===== config.mk =====
export PLATFORM = sky130hd
export DESIGN_NAME = xpt_chain_prog
export DESIGN_NICKNAME = d
export VERILOG_FILES = /design/src/rtl/xpt_chain_prog.sv
export SDC_FILE = /design/constraint.sdc
export NUM_CORES = 1
export LEC_CHECK = 0
export BUFFER_PORTS_ARGS = -buffer_cell sky130_fd_sc_hd__buf_4
export CORE_MARGIN = 1.5
export CORE_UTILIZATION = 39
export DETAILED_ROUTE_END_ITERATION = 8
export GPL_TIMING_DRIVEN = 0
export PLACE_DENSITY_LB_ADDON = 0.3
export SLEW_MARGIN = 15
export SYNTH_ARGS = -nofsm -noshare
export SYNTH_HDL_FRONTEND = slang
export SYNTH_SLANG_ARGS = --single-unit

===== constraint.sdc =====
create_clock -name clk -period 3.9 [get_ports clk]
set_input_delay 0.975 -clock clk [delete_from_list [all_inputs] [get_ports clk]]
set_output_delay 0.975 -clock clk [all_outputs]
set_load 0.02 [all_outputs]

===== src/rtl/xpt_chain_prog.sv =====
module xpt_chain_prog #(
  parameter int NDEV       = 2,
  parameter int DIV        = 2,
  parameter int THREE_WIRE = 0,
  parameter int OUTS       = 8,
  parameter int SELW       = 4
) (
  input  logic                         clk,
  input  logic                         rst_n,
  input  logic                         start_i,
  input  logic [NDEV*OUTS*(SELW+1)-1:0] cfg_i,
  output logic                         busy_o,
  output logic                         done_o,
  output logic                         cs_n_o,
  output logic                         sclk_o,
  output logic                         sdo_o,
  output logic                         mode_o,
  output logic                         cfg_o
);
  localparam int FRAME = OUTS * (SELW + 1);
  localparam int TOTAL = NDEV * FRAME;
  localparam int IW    = $clog2(TOTAL);
  localparam int PW    = $clog2(FRAME);
  localparam int DW    = (NDEV > 1) ? $clog2(NDEV) : 1;
  localparam int CW    = $clog2(DIV);

  typedef enum logic [2:0] {IDLE, LEAD, HIGH, LOW, TGAP, TRISE, TFALL, CFGP} st_t;

  st_t              st_q;
  logic [CW-1:0]    cnt_q;
  logic [DW-1:0]    dev_q, nxt_dev;
  logic [PW-1:0]    pos_q, nxt_pos;
  logic [TOTAL-1:0] shadow_q;
  logic             cs_n_q, sclk_q, sdo_q, cfg_q, done_q, busy_q;
  logic [IW-1:0]    cur_idx, nxt_idx;
  logic             last_bit, phase_end;

  assign phase_end = (cnt_q == CW'(DIV - 1));
  assign last_bit  = (dev_q == '0) && (pos_q == PW'(FRAME - 1));

  always_comb begin
    if (pos_q == PW'(FRAME - 1)) begin
      nxt_pos = '0;
      nxt_dev = dev_q - 1'b1;
    end else begin
      nxt_pos = pos_q + 1'b1;
      nxt_dev = dev_q;
    end
  end

  assign cur_idx = IW'(dev_q) * IW'(FRAME) + IW'(pos_q);
  assign nxt_idx = IW'(nxt_dev) * IW'(FRAME) + IW'(nxt_pos);

  always_ff @(posedge clk or negedge rst_n) begin
    if (!rst_n) begin
      st_q     <= IDLE;
      cnt_q    <= '0;
      dev_q    <= '0;
      pos_q    <= '0;
      shadow_q <= '0;
      cs_n_q   <= 1'b1;
      sclk_q   <= 1'b0;
      sdo_q    <= 1'b0;
      cfg_q    <= 1'b0;
      done_q   <= 1'b0;
      busy_q   <= 1'b0;
    end else begin
      done_q <= 1'b0;
      if (st_q == IDLE) begin
        if (start_i) begin
          shadow_q <= cfg_i;
          cs_n_q   <= 1'b0;
          busy_q   <= 1'b1;
          cnt_q    <= '0;
          dev_q    <= DW'(NDEV - 1);
          pos_q    <= '0;
          st_q     <= LEAD;
        end
      end else if (!phase_end) begin
        cnt_q <= cnt_q + 1'b1;
      end else begin
        cnt_q <= '0;
        case (st_q)
          LEAD: begin
            sclk_q <= 1'b1;
            sdo_q  <= shadow_q[cur_idx];
            st_q   <= HIGH;
          end
          HIGH: begin
            sclk_q <= 1'b0;
            st_q   <= LOW;
          end
          LOW: begin
            if (last_bit) begin
              cs_n_q <= 1'b1;
              st_q   <= TGAP;
            end else begin
              dev_q  <= nxt_dev;
              pos_q  <= nxt_pos;
              sdo_q  <= shadow_q[nxt_idx];
              sclk_q <= 1'b1;
              st_q   <= HIGH;
            end
          end
          TGAP: begin
            sclk_q <= 1'b1;
            st_q   <= TRISE;
          end
          TRISE: begin
            sclk_q <= 1'b0;
            st_q   <= TFALL;
          end
          TFALL: begin
            if (THREE_WIRE != 0) begin
              done_q <= 1'b1;
              busy_q <= 1'b0;
              st_q   <= IDLE;
            end else begin
              cfg_q <= 1'b1;
              st_q  <= CFGP;
            end
          end
          CFGP: begin
            cfg_q  <= 1'b0;
            done_q <= 1'b1;
            busy_q <= 1'b0;
            st_q   <= IDLE;
          end
          default: st_q <= IDLE;
        endcase
      end
    end
  end

  assign cs_n_o = cs_n_q;
  assign sclk_o = sclk_q;
  assign sdo_o  = sdo_q;
  assign busy_o = busy_q;
  assign done_o = done_q;
  assign mode_o = 1'b0;
  assign cfg_o  = (THREE_WIRE != 0) ? cs_n_q : cfg_q;
endmodule



==> impl_metrics.toml <==
[power]
max-vdd-ir-drop_mv = 0.299
p_sw_w = 0.00202
swShare_pct = 37.8
powerDensity_nw_per_um2 = 806
pwr-share-seq_pct = 35.4
clock_power_share_pct = 14.9
p_comb_share_pct = 49.7
p_int_w = 0.00331
leakage_nw = 2.84

[floorplan]
floorplan.initialDensity_pct = 39.7
die_w_um = 121
dieArea_um2 = 14700
num_rows = 43
core_um2 = 13800
dieHeight_um = 121
io_pins = 90

[final_layout]
fin_cells = 720
drive_gt1_share_pct = 42.8
nNetsFinal = 626
nFillCells = 1261
syn_to_final_growth_pct = 21.0
fin_util_pct = 48.0
diodes = 0

[worst_setup_path]
regToRegSetupSlack_ns = 0.31
slowest_stage = "mux4_2"
required_ns = 4.08
cp-start-kind = "flip-flop"
end_kind = "flip-flop"
path_cells = "ha_1, buf_2, and3b_1, nand2_1, inv_1, clkbuf_1, ha_1, inv_1, ha_1, inv_1, mux4_2, nand2_1, a41oi_1"
arrival_ns = 3.77
reg2reg_from = "pos_q[0]"
timing.rr.end = "sdo_o"
worstSetupPathType = "reg -> reg"
crit_path_max_fanout = 10
max_stage_delay_ns = 0.54
rr_worst_depth = 13
cp_top_family = "buffers and inverters"
path_buf_inv = 5

[sta]
period_needed_ns = 3.59
tns_ns = 0
worstMarginPinSlew_ns = 0.875
rsz0062_at_grt = "no"
finalHoldViolations = 0
drv_slew = 0
setup_slack_ns = 0.314
final.period_utilization_pct = 91.9
setup_viol = 0
relSlewSlack_pct = 41.6
max_freq_ghz = 0.279
finalClockSkew_ns = 0.00450

[clock_tree]
cts_root_buffer = "clkbuf_16"
cts_setup_buffers = 0
cts_buffer_depth = 2
cts_made_buffers = 9
ctsResizeCount = 0
clkSinkCount = 97
cts_hold_buf = 0
cts_tree = "built"
cts-htree-levels = 3
clk_latency_ns = 0.35
clkTransAtPathRegs_ns = 0.06

[hold_path]
worstHoldStart = "cfg_o"
hold_path_depth = 2
min_to = "cfg_o"
min_path_type = "reg -> reg"

[detailed_routing]
dr.pass1.iters = 5
drc = 0
drt_wl_total_mm = 14.0
viasPerCell = 5.73
drtAntennaViolNets = 0
routedWlPerCell_um = 19.5
vias = 4128
drt_iter0_markers = 260

[synthesis]
async_flop_share_pct = 100
synth_top_family_by_area = "multiplexers"
syn_area_per_cell_um2 = 12.5
synth_seq_cells = 97
yosys_warnings = 0
synth_nets = 527
synth_mux_area_share_pct = 32.7
synth_top_area_share_pct = 43.9
synth_xor_area_share_pct = 0.938
synth-simple-area-share_pct = 7.05
yosysMostFrequentCell = "dfrtp_1"
synthTopCellsByCount = "dfrtp_1, mux2_2, mux4_2"
synth_edf_count = 0
synth_area_leaders = "dfrtp_1, mux2_2, mux4_2, mux2i_1, ha_1"
netlist_instances = 436
synth_cell_type_count = 58
synth_flop_cell = "dfrtp_1"
yosysTopAreaCell = "dfrtp_1"
synth_compound_gate_area_share_pct = 9.79
synth_area_um2 = 5470
synth_seq_area_share_pct = 44.4
synth_fa_ha_area_share_pct = 1.83

[placed_design]
gp_congestion = 0.926
place_inst = 704
port_buffers = 88
dpl.hpwl_mm = 10.3
dp_slack_ns = 0.417

[global_routing]
grt-ovfl-total = 0
grt_pass1_wl_mm = 22.4
first_global_vias = 4236
antenna_found_initial = 0
grt_use_total_pct = 20.2
grt_max_degree = 98

[flow_run]
drv_cap = 0

[run_status]
status = "complete, no violations"
-- worst reg2reg max path, cell delays in order, from the launching register on --
cell	delay, ns
dfrtp_1	0.36
ha_1	0.16
buf_2	0.20
and3b_1	0.27
nand2_1	0.11
inv_1	0.09
clkbuf_1	0.45
ha_1	0.36
inv_1	0.09
ha_1	0.34
inv_1	0.18
mux4_2	0.54
nand2_1	0.09
a41oi_1	0.15
-- registers in the layout, indices dropped and copies added (netlist names) --
signal and cells:
busy_o 1, cs_n_o 1, done_o 1, sclk_o 1, cfg_o 1, cnt_q 1, st_q 3, sdo_o 1
pos_q 6, dev_q 1, shadow_q 80
-- worst max-delay path by stage --
stage          cells past startpoint      from  endpoint
4_1_cts                           13  pos_q[1]     sdo_o
6_report                          13  pos_q[0]     sdo_o
3_3_place_gp                      13  pos_q[0]     sdo_o
3_5_place_dp                      13  pos_q[1]     sdo_o
5_1_grt                           14  pos_q[0]     sdo_o
2_1_floorplan                     13  pos_q[0]     sdo_o
-- cells by family after synthesis --
kind of cell	count (synthesis)
flops	97
buf+inv	37
xor+xnor	5
simple gates	80
fa+ha+maj	8
compound gates	78
other cells	1
mux	130
-- routing by layer --
layer  share of wire [%]  wire [um]  GRT usage, %
met1                  44       6160          27.2
met3                 5.8        821          4.28
met4                 3.6        500          10.3
met5                   0          0             0
met2                  47       6560          30.8
-- cell usage in the layout, fill, tap and decap left out, drive strengths merged, types with 8 or more instances in the layout --
cell,n
ha,8
a21oi,18
buf,100
nand2,18
nor2,23
dfrtp,96
mux4,30
o21ai,19
nor3,12
clkbuf,30
mux2i,15
mux2,85
-- metrics by stage --
| stage | instance area, um2 | hold WS (ns) | power (W) |
|---|---|---|---|
| after floorplan | 5470 | 0.489 | 0.00375 |
| after global placement | 6350 | 0.483 | 0.00444 |
| after detailed placement | 6350 | 0.479 | 0.00453 |
| after CTS | 6610 | 0.494 | 0.00534 |
| after global routing | 6620 | 0.552 | 0.00567 |
| final | 6620 | 0.484 | 0.00533 |
-- area by class of cell --
type                            count  area [um2]  area share, %
Buffer                             30         151           2.29
Tap cell                          180         225           3.40
Inverter                            7        26.3          0.397
Multi-Input combinational cell    302        2860           43.3
Timing Repair Buffer               88         664           10.0
Clock inverter                      4        20.0          0.303
Sequential cell                    97        2430           36.7
Clock buffer                       12         236           3.57
-- power groups by stage --
stage	logic, W	registers, W	clock network [W]
finish	0.00265	0.00189	0.000794
global placement	0.00257	0.00187	0
global route	0.00285	0.00196	0.000860
detailed placement	0.00262	0.00190	0
floorplan	0.00201	0.00174	0
CTS	0.00263	0.00189	0.000819
Note: power is estimated with default switching activity, not from simulation.
